## src/rtl/coh_dir_pkg.sv

```systemverilog
package coh_dir_pkg;
  typedef enum logic [2:0] {
    ST_I, ST_S, ST_M, ST_SD, ST_SM, ST_MM, ST_MIM, ST_SSM
  } dstate_t;

  localparam logic [1:0] RQ_GETS = 2'd0;
  localparam logic [1:0] RQ_GETM = 2'd1;
  localparam logic [1:0] RQ_PUTS = 2'd2;
  localparam logic [1:0] RQ_PUTM = 2'd3;

  localparam logic [1:0] FW_GETS = 2'd0;
  localparam logic [1:0] FW_GETM = 2'd1;
  localparam logic [1:0] FW_INV  = 2'd2;
  localparam logic [1:0] FW_PACK = 2'd3;

  localparam logic MR_DATA = 1'b0;
  localparam logic MR_ACK  = 1'b1;
endpackage

```

## src/rtl/coh_dir_count.sv

```systemverilog
// Sharer population count and owner match for one directory entry.
module coh_dir_count #(
  parameter int NCACHE = 4,
  parameter int IDW    = 2,
  parameter int AW     = 3
) (
  input  logic [NCACHE-1:0] sh,
  input  logic              ov,
  input  logic [IDW-1:0]    ow,
  input  logic [IDW-1:0]    who,
  output logic [AW-1:0]     cnt,
  output logic              hit
);
  always_comb begin
    cnt = '0;
    for (int i = 0; i < NCACHE; i++) cnt = cnt + AW'(sh[i]);
  end
  assign hit = ov && (ow == who);
endmodule

```

## src/rtl/coh_dir_oreg.sv

```systemverilog
// One-deep output holding register with valid/ready drain.
module coh_dir_oreg #(
  parameter int W = 8
) (
  input  logic         clk,
  input  logic         rst_n,
  input  logic         load,
  input  logic [W-1:0] din,
  input  logic         ready,
  output logic         valid,
  output logic [W-1:0] dout
);
  always_ff @(posedge clk or negedge rst_n) begin
    if (!rst_n) begin
      valid <= 1'b0;
      dout  <= '0;
    end else if (load) begin
      valid <= 1'b1;
      dout  <= din;
    end else if (valid && ready) begin
      valid <= 1'b0;
    end
  end
endmodule

```

## src/rtl/coh_dir.sv

```systemverilog
module coh_dir
  import coh_dir_pkg::*;
#(
  parameter int NCACHE = 4,
  parameter int NBLK   = 4,
  parameter int DW     = 8,
  localparam int IDW   = $clog2(NCACHE),
  localparam int BW    = $clog2(NBLK),
  localparam int AW    = $clog2(NCACHE + 1)
) (
  input  logic              clk,
  input  logic              rst_n,
  input  logic              req_valid,
  output logic              req_ready,
  input  logic [1:0]        req_type,
  input  logic [IDW-1:0]    req_src,
  input  logic [BW-1:0]     req_blk,
  input  logic [DW-1:0]     req_data,
  input  logic              cresp_valid,
  output logic              cresp_ready,
  input  logic [BW-1:0]     cresp_blk,
  input  logic [DW-1:0]     cresp_data,
  input  logic              mresp_valid,
  output logic              mresp_ready,
  input  logic              mresp_kind,
  input  logic [BW-1:0]     mresp_blk,
  input  logic [DW-1:0]     mresp_data,
  output logic              mcmd_valid,
  input  logic              mcmd_ready,
  output logic              mcmd_write,
  output logic [BW-1:0]     mcmd_blk,
  output logic [DW-1:0]     mcmd_data,
  output logic              fwd_valid,
  input  logic              fwd_ready,
  output logic [1:0]        fwd_type,
  output logic [NCACHE-1:0] fwd_dest,
  output logic [IDW-1:0]    fwd_req,
  output logic [BW-1:0]     fwd_blk,
  output logic              rsp_valid,
  input  logic              rsp_ready,
  output logic [IDW-1:0]    rsp_dest,
  output logic [BW-1:0]     rsp_blk,
  output logic [DW-1:0]     rsp_data,
  output logic [AW-1:0]     rsp_acks
);
  localparam int FW_W = 2 + NCACHE + IDW + BW;
  localparam int RS_W = IDW + BW + DW + AW;
  localparam int MC_W = 1 + BW + DW;

  // directory table
  dstate_t           st_q [NBLK];
  logic [NCACHE-1:0] sh_q [NBLK];
  logic [IDW-1:0]    ow_q [NBLK];
  logic [IDW-1:0]    pd_q [NBLK];
  logic              ov_q [NBLK];

  // next-entry write port
  logic              wr_en;
  logic [BW-1:0]     wr_blk;
  dstate_t           w_st;
  logic [NCACHE-1:0] w_sh;
  logic [IDW-1:0]    w_ow, w_pd;
  logic              w_ov;

  // output staging
  logic            ld_f, ld_r, ld_m;
  logic [1:0]        f_type;
  logic [NCACHE-1:0] f_dest;
  logic [FW_W-1:0] f_q;
  logic [RS_W-1:0] r_q;
  logic [MC_W-1:0] m_q;
  logic            m_wr;
  logic [BW-1:0]   m_blk;
  logic [DW-1:0]   m_data;
  logic            fwd_free, rsp_free, mcmd_free;

  // per-channel entry views
  dstate_t           q_st, m_st, c_st;
  logic [NCACHE-1:0] q_sh, m_sh, c_sh, q_bit, ow_bit;
  logic [IDW-1:0]    q_ow, m_ow, c_ow, q_pd, m_pd, c_pd;
  logic              q_ov, m_ov, c_ov, q_hit, m_hit, q_last;
  logic [AW-1:0]     q_cnt, m_cnt;

  assign q_st = st_q[req_blk];   assign q_sh = sh_q[req_blk];
  assign q_ow = ow_q[req_blk];   assign q_ov = ov_q[req_blk];
  assign q_pd = pd_q[req_blk];
  assign m_st = st_q[mresp_blk]; assign m_sh = sh_q[mresp_blk];
  assign m_ow = ow_q[mresp_blk]; assign m_ov = ov_q[mresp_blk];
  assign m_pd = pd_q[mresp_blk];
  assign c_st = st_q[cresp_blk]; assign c_sh = sh_q[cresp_blk];
  assign c_ow = ow_q[cresp_blk]; assign c_ov = ov_q[cresp_blk];
  assign c_pd = pd_q[cresp_blk];

  assign q_bit  = NCACHE'(1) << req_src;
  assign ow_bit = NCACHE'(1) << q_ow;

  coh_dir_count #(.NCACHE(NCACHE), .IDW(IDW), .AW(AW)) u_qcnt (
    .sh(q_sh), .ov(q_ov), .ow(q_ow), .who(req_src), .cnt(q_cnt), .hit(q_hit));
  coh_dir_count #(.NCACHE(NCACHE), .IDW(IDW), .AW(AW)) u_mcnt (
    .sh(m_sh), .ov(m_ov), .ow(m_ow), .who(m_pd), .cnt(m_cnt), .hit(m_hit));

  assign q_last = (q_cnt == AW'(1)) && q_sh[req_src];

  assign fwd_free  = !fwd_valid;
  assign rsp_free  = !rsp_valid;
  assign mcmd_free = !mcmd_valid;

  always_comb begin
    mresp_ready = 1'b0; cresp_ready = 1'b0; req_ready = 1'b0;
    wr_en = 1'b0; wr_blk = req_blk;
    w_st = q_st; w_sh = q_sh; w_ow = q_ow; w_ov = q_ov; w_pd = q_pd;
    ld_f = 1'b0; f_type = FW_PACK; f_dest = q_bit;
    ld_r = 1'b0;
    ld_m = 1'b0; m_wr = 1'b0; m_blk = req_blk; m_data = req_data;
    if (mresp_valid && (mresp_kind == MR_ACK || rsp_free)) begin
      mresp_ready = 1'b1; wr_en = 1'b1; wr_blk = mresp_blk;
      w_st = m_st; w_sh = m_sh; w_ow = m_ow; w_ov = m_ov; w_pd = m_pd;
      if (mresp_kind == MR_ACK) begin
        if (m_st == ST_MIM)      w_st = ST_I;
        else if (m_st == ST_SSM) w_st = ST_S;
      end else begin
        ld_r = 1'b1;
        if (m_st == ST_SM) w_st = ST_S;
        else if (m_st == ST_MM) begin
          w_st = ST_M;
          w_sh = '0;
        end
      end
    end else if (cresp_valid && mcmd_free) begin
      cresp_ready = 1'b1;
      if (c_st == ST_SD) begin
        wr_en = 1'b1; wr_blk = cresp_blk;
        w_st = ST_SSM; w_sh = c_sh; w_ow = c_ow; w_ov = c_ov; w_pd = c_pd;
        ld_m = 1'b1; m_wr = 1'b1; m_blk = cresp_blk; m_data = cresp_data;
      end
    end else if (req_valid) begin
      unique case (req_type)
        RQ_GETS: begin
          if ((q_st == ST_I || q_st == ST_S) && mcmd_free) begin
            req_ready = 1'b1; wr_en = 1'b1; ld_m = 1'b1;
            w_sh = q_sh | q_bit; w_pd = req_src; w_st = ST_SM;
          end else if (q_st == ST_M && fwd_free) begin
            req_ready = 1'b1; wr_en = 1'b1; ld_f = 1'b1;
            f_type = FW_GETS; f_dest = ow_bit;
            w_sh = q_bit | ow_bit; w_ov = 1'b0; w_st = ST_SD;
          end
        end
        RQ_GETM: begin
          if ((q_st == ST_I && mcmd_free) ||
              (q_st == ST_S && mcmd_free && fwd_free)) begin
            req_ready = 1'b1; wr_en = 1'b1; ld_m = 1'b1;
            w_ow = req_src; w_ov = 1'b1; w_pd = req_src; w_st = ST_MM;
            if (q_st == ST_S) begin
              w_sh   = q_sh & ~q_bit;
              ld_f   = (w_sh != '0);
              f_type = FW_INV;
              f_dest = w_sh;
            end
          end else if (q_st == ST_M && fwd_free) begin
            req_ready = 1'b1; wr_en = 1'b1; ld_f = 1'b1;
            f_type = FW_GETM; f_dest = ow_bit; w_ow = req_src;
          end
        end
        default: begin
          if (fwd_free && (mcmd_free || !(req_type == RQ_PUTM && q_hit && q_st == ST_M))) begin
            req_ready = 1'b1; wr_en = 1'b1; ld_f = 1'b1;
            if (req_type == RQ_PUTM && q_hit && q_st == ST_M) begin
              ld_m = 1'b1; m_wr = 1'b1; w_ov = 1'b0; w_st = ST_MIM;
            end else if (q_st == ST_S || q_st == ST_SD || q_st == ST_SM || q_st == ST_SSM) begin
              w_sh = q_sh & ~q_bit;
              if (req_type == RQ_PUTS && q_last && q_st == ST_S) w_st = ST_I;
            end
          end
        end
      endcase
    end
  end

  generate
    for (genvar b = 0; b < NBLK; b++) begin : g_ent
      always_ff @(posedge clk or negedge rst_n) begin
        if (!rst_n) begin
          st_q[b] <= ST_I;
          sh_q[b] <= '0;
          ow_q[b] <= '0;
          ov_q[b] <= 1'b0;
          pd_q[b] <= '0;
        end else if (wr_en && wr_blk == BW'(b)) begin
          st_q[b] <= w_st;
          sh_q[b] <= w_sh;
          ow_q[b] <= w_ow;
          ov_q[b] <= w_ov;
          pd_q[b] <= w_pd;
        end
      end
    end
  endgenerate

  coh_dir_oreg #(.W(FW_W)) u_fwd (
    .clk(clk), .rst_n(rst_n), .load(ld_f),
    .din({f_type, f_dest, req_src, req_blk}),
    .ready(fwd_ready), .valid(fwd_valid), .dout(f_q));
  coh_dir_oreg #(.W(RS_W)) u_rsp (
    .clk(clk), .rst_n(rst_n), .load(ld_r),
    .din({m_pd, mresp_blk, mresp_data, m_hit ? m_cnt : AW'(0)}),
    .ready(rsp_ready), .valid(rsp_valid), .dout(r_q));
  coh_dir_oreg #(.W(MC_W)) u_mcmd (
    .clk(clk), .rst_n(rst_n), .load(ld_m),
    .din({m_wr, m_blk, m_data}),
    .ready(mcmd_ready), .valid(mcmd_valid), .dout(m_q));

  assign {fwd_type, fwd_dest, fwd_req, fwd_blk}  = f_q;
  assign {rsp_dest, rsp_blk, rsp_data, rsp_acks} = r_q;
  assign {mcmd_write, mcmd_blk, mcmd_data}       = m_q;

  // flattened views of the table for the bound checker
  logic [NBLK*3-1:0]      st_flat;
  logic [NBLK*NCACHE-1:0] sh_flat;
  logic [NBLK-1:0]        ov_flat;
  generate
    for (genvar b = 0; b < NBLK; b++) begin : g_flat
      assign st_flat[b*3 +: 3]           = st_q[b];
      assign sh_flat[b*NCACHE +: NCACHE] = sh_q[b];
      assign ov_flat[b]                  = ov_q[b];
    end
  endgenerate
endmodule

```

## config.mk

```make
export PLATFORM = sky130hd
export DESIGN_NAME = coh_dir
export DESIGN_NICKNAME = d
export VERILOG_FILES = /design/src/rtl/coh_dir_pkg.sv /design/src/rtl/coh_dir_count.sv /design/src/rtl/coh_dir_oreg.sv /design/src/rtl/coh_dir.sv
export SDC_FILE = /design/constraint.sdc
export NUM_CORES = 1
export LEC_CHECK = 0
export BUFFER_PORTS_ARGS = -buffer_cell sky130_fd_sc_hd__buf_2
export CELL_PAD_IN_SITES_DETAIL_PLACEMENT = 0
export CELL_PAD_IN_SITES_GLOBAL_PLACEMENT = 2
export CORE_MARGIN = 2
export CORE_UTILIZATION = 38
export DETAILED_ROUTE_END_ITERATION = 8
export PLACE_DENSITY = 0.82
export SLEW_MARGIN = 30
export SYNTH_ARGS = -nofsm -noshare
export SYNTH_HDL_FRONTEND = slang
export SYNTH_HIERARCHICAL = 1
export SYNTH_SLANG_ARGS = --single-unit
```

## constraint.sdc

```tcl
create_clock -name clk -period 3.8 [get_ports clk]
set_clock_uncertainty 0.05 [all_clocks]
set_input_delay 0.76 -clock clk [delete_from_list [all_inputs] [get_ports clk]]
set_output_delay 0.76 -clock clk [all_outputs]
set_load 0.05 [all_outputs]
```

==> run summary <==
WS Path Type: input pin to output port
Pleak: 3.04 nW
first-pass GRT wire length: 29,100 um
Layout Cells excl Fill: 850
Period minus WS final: 3.70 ns
mapped cell area: 5990 sq um
Fmax: 271 MHz
Placed Cells: 834
antenna violations before repair: 0
Tot Pwr: 5.70 mW
Placer Congestion: 0.910
FFs w/ async S/R, synth: 100%
CTS tree: done
syn nets: 587
slew margin rel.: 36.3%
post-CTS resize count: 0
ANT cells: 0
Routed WL: 18,800 um
YS warnings: 6
Iter 0 DRT Violations: 524
crit-path max FO: 5
Sw Share: 44.8%
Internal: 3.14 mW
endpoints failing setup: 0
Slew @ Worst Pin: 0.948 ns
via count: 5,157
post-route setup TNS: 0 ns
Via density: 6.07
Final nets: 683
Worst-Skew Late Latency: 0.35 ns
routed length per placed instance: 22.1 um
Setup crit start kind: input pin
vias in the first global route: 4,976
buffers inserted by post-CTS timing repair: 0
Placeable Area: 15,300 sq um
final worst-path setup slack: 0.104 ns
sequential power share: 30.4%
Clock Path Buffers: 2
hold_buf cts: 0
number of fill cells: 1,485
sequential area share after synthesis: 36.3%
port bufs: 84
status: finished, final reports clean
area grow syn2layout: 18.1%
Clock power frac: 16.6%
Comb power frac: 53.0%
GR Overflow Total: 0
CTS H-tree depth: 3
endpoints failing hold: 0
NetSw: 2.55 mW
DR DRC count: 0
Arrival @ worst endpoint: 2.89 ns
Pins Over Slew Limit: 0
clock sink count: 87
Finished Cell Area: 7080 sq um
CTS Buf Count: 9
Die Wd: 130 um
crit end category: output port
Post-synth EDFFs: 0
post-route ant nets: 0
clock-pin slew on the worst setup and hold paths: 0.06 ns
commonest cells after routing, fill and taps aside: dfrtp_1, buf_2, a21oi_1
Required @ worst endpoint: 2.99 ns
RSZ-0062 raised after global routing: no
Pwr Density: 804 nW/um^2
dpl ws: 0.0167 ns
worst-case reg-to-reg path depth: 10
io pins: 85
largest net degree at the start of global routing: 88
Placement Cell Area: 6760 sq um
Pre-antenna DRT Iters: 5
effective utilization at floorplan: 39.1%
chip height: 130 um
Post-Synthesis Cells: 538
Final period util: 97.3%
Max-Cap Viols: 0
Hold Path Class: input pin to asynchronous set/reset pin
Synth Register Bits: 87
Max VDD drop: 0.314 mV
Netlist cell types: 72
row cnt: 45
Die ar.: 16,800 sq um
Synth Flop Type: dfrtp_1
CTS root buffer: clkbuf_16
syn_area_per_cell: 11.1 sq um
GRT Overall Usage: 22.9%
share of layout cells above drive strength 1: 39.6%
most common cell after layout, fill and taps aside: dfrtp_1
hpwl dp: 13,700 um
per-layer routing:
metal	vias to the layer above	GRT usage, %	routed length [um]
met2	265	34.9	8670
met3	27	5.45	1520
li1	2279	-	-
met1	2586	32.8	8250
met4	0	6.58	351
met5	-	0	0
cell families (layout without fill, tap and decap cells):
| kind of cell | after synthesis | count (layout) | synth area share (%) |
|---|---|---|---|
| XOR/XNOR | 6 | 6 | 0.877 |
| flip-flops | 87 | 87 | 36.3 |
| AND/OR/NAND/NOR | 126 | 126 | 11.8 |
| multiplexers | 101 | 101 | 27.4 |
| AO/OA/AOI/OAI | 152 | 152 | 16.8 |
| adder cells (fa/ha/maj) | 6 | 6 | 1.50 |
| buffers and inverters | 60 | 161 | 5.36 |
sequential cells by signal (all words and copies together) (netlist names):
signal,count
u_rsp/valid,1
u_fwd/dout,10
u_rsp/dout,15
sh_flat,16
u_fwd/valid,1
st_flat,12
u_mcmd/dout,11
u_mcmd/valid,1
pd_q,8
ov_flat,4
ow_q,8
Yosys cell counts, types with 3 or more instances:
library cell	number	area, sq um
a211oi_1	4	30.0
a21boi_0	3	22.5
a21o_2	3	26.3
a21oi_1	58	290
a31oi_1	31	194
and2_1	5	31.3
and2_4	4	35.0
and3_1	10	62.6
buf_1	3	11.3
buf_2	4	20.0
buf_6	9	101
clkbuf_1	19	71.3
dfrtp_1	87	2180
ha_1	4	50.1
inv_1	21	78.8
mux2_1	8	90.1
mux2_2	27	304
mux2_4	27	405
mux2i_1	3	30.0
mux4_2	36	811
nand2_1	23	86.3
nand2b_1	9	56.3
nand3_1	11	55.1
nor2_1	25	93.8
nor2b_1	5	31.3
nor3_1	8	40.0
nor3b_1	3	22.5
nor4_1	3	18.8
o21ai_0	4	20.0
o22ai_1	11	68.8
o311ai_0	4	35.0
o31ai_1	3	22.5
or2_2	6	37.5
xnor2_1	5	43.8
metrics by stage:
step / util, % / hold slack [ns]
after detailed placement: 44.1 / 0.441
final: 46.2 / 0.359
after global routing: 46.2 / 0.450
after global placement: 44.1 / 0.437
after floorplan: - / 0.414
after CTS: 46.2 / 0.454
worst paths after layout:
check	slack, ns	from	endpoint
min in group clk	0.45	u_mcmd/dout[7]	u_mcmd/dout[7]
max in group asynchronous	2.70	rst_n	st_flat[6]
worst min-delay path	0.36	rst_n	u_fwd/dout[5]
worst max-delay path	0.10	req_blk[0]	req_ready
worst min register to register	0.45	u_mcmd/dout[7]	u_mcmd/dout[7]
worst max register to register	0.72	ow_q[2]	sh_flat[3]
final cells by class:
type                            instances  area (sq um)  area share (%)
Clock buffer                           11           253            3.57
Clock inverter                          5          63.8           0.901
Inverter                               22          82.6            1.17
Multi-Input combinational cell        391          3510            49.6
Sequential cell                        87          2180            30.7
Tap cell                              211           264            3.73
Timing Repair Buffer                  123           732            10.3
critical path: stages:
cell and delay (ns):
buf_2 0.22, mux4_2 0.58, xnor2_1 0.14, and3_1 0.19, nand3_1 0.14, nor4b_4 0.36
a211o_1 0.23, nor2_2 0.04, buf_2 0.22
power by group through the flow:
| stage | sequential (mW) | combinational [mW] | clock, mW |
|---|---|---|---|
| floorplan | 2.12 | 1.73 | 0 |
| global placement | 1.70 | 2.95 | 0 |
| detailed placement | 1.73 | 2.97 | 0 |
| CTS | 1.72 | 2.99 | 0.976 |
| global route | 1.78 | 3.26 | 1.01 |
| finish | 1.73 | 3.02 | 0.948 |
(Power assumes the default switching activity.)
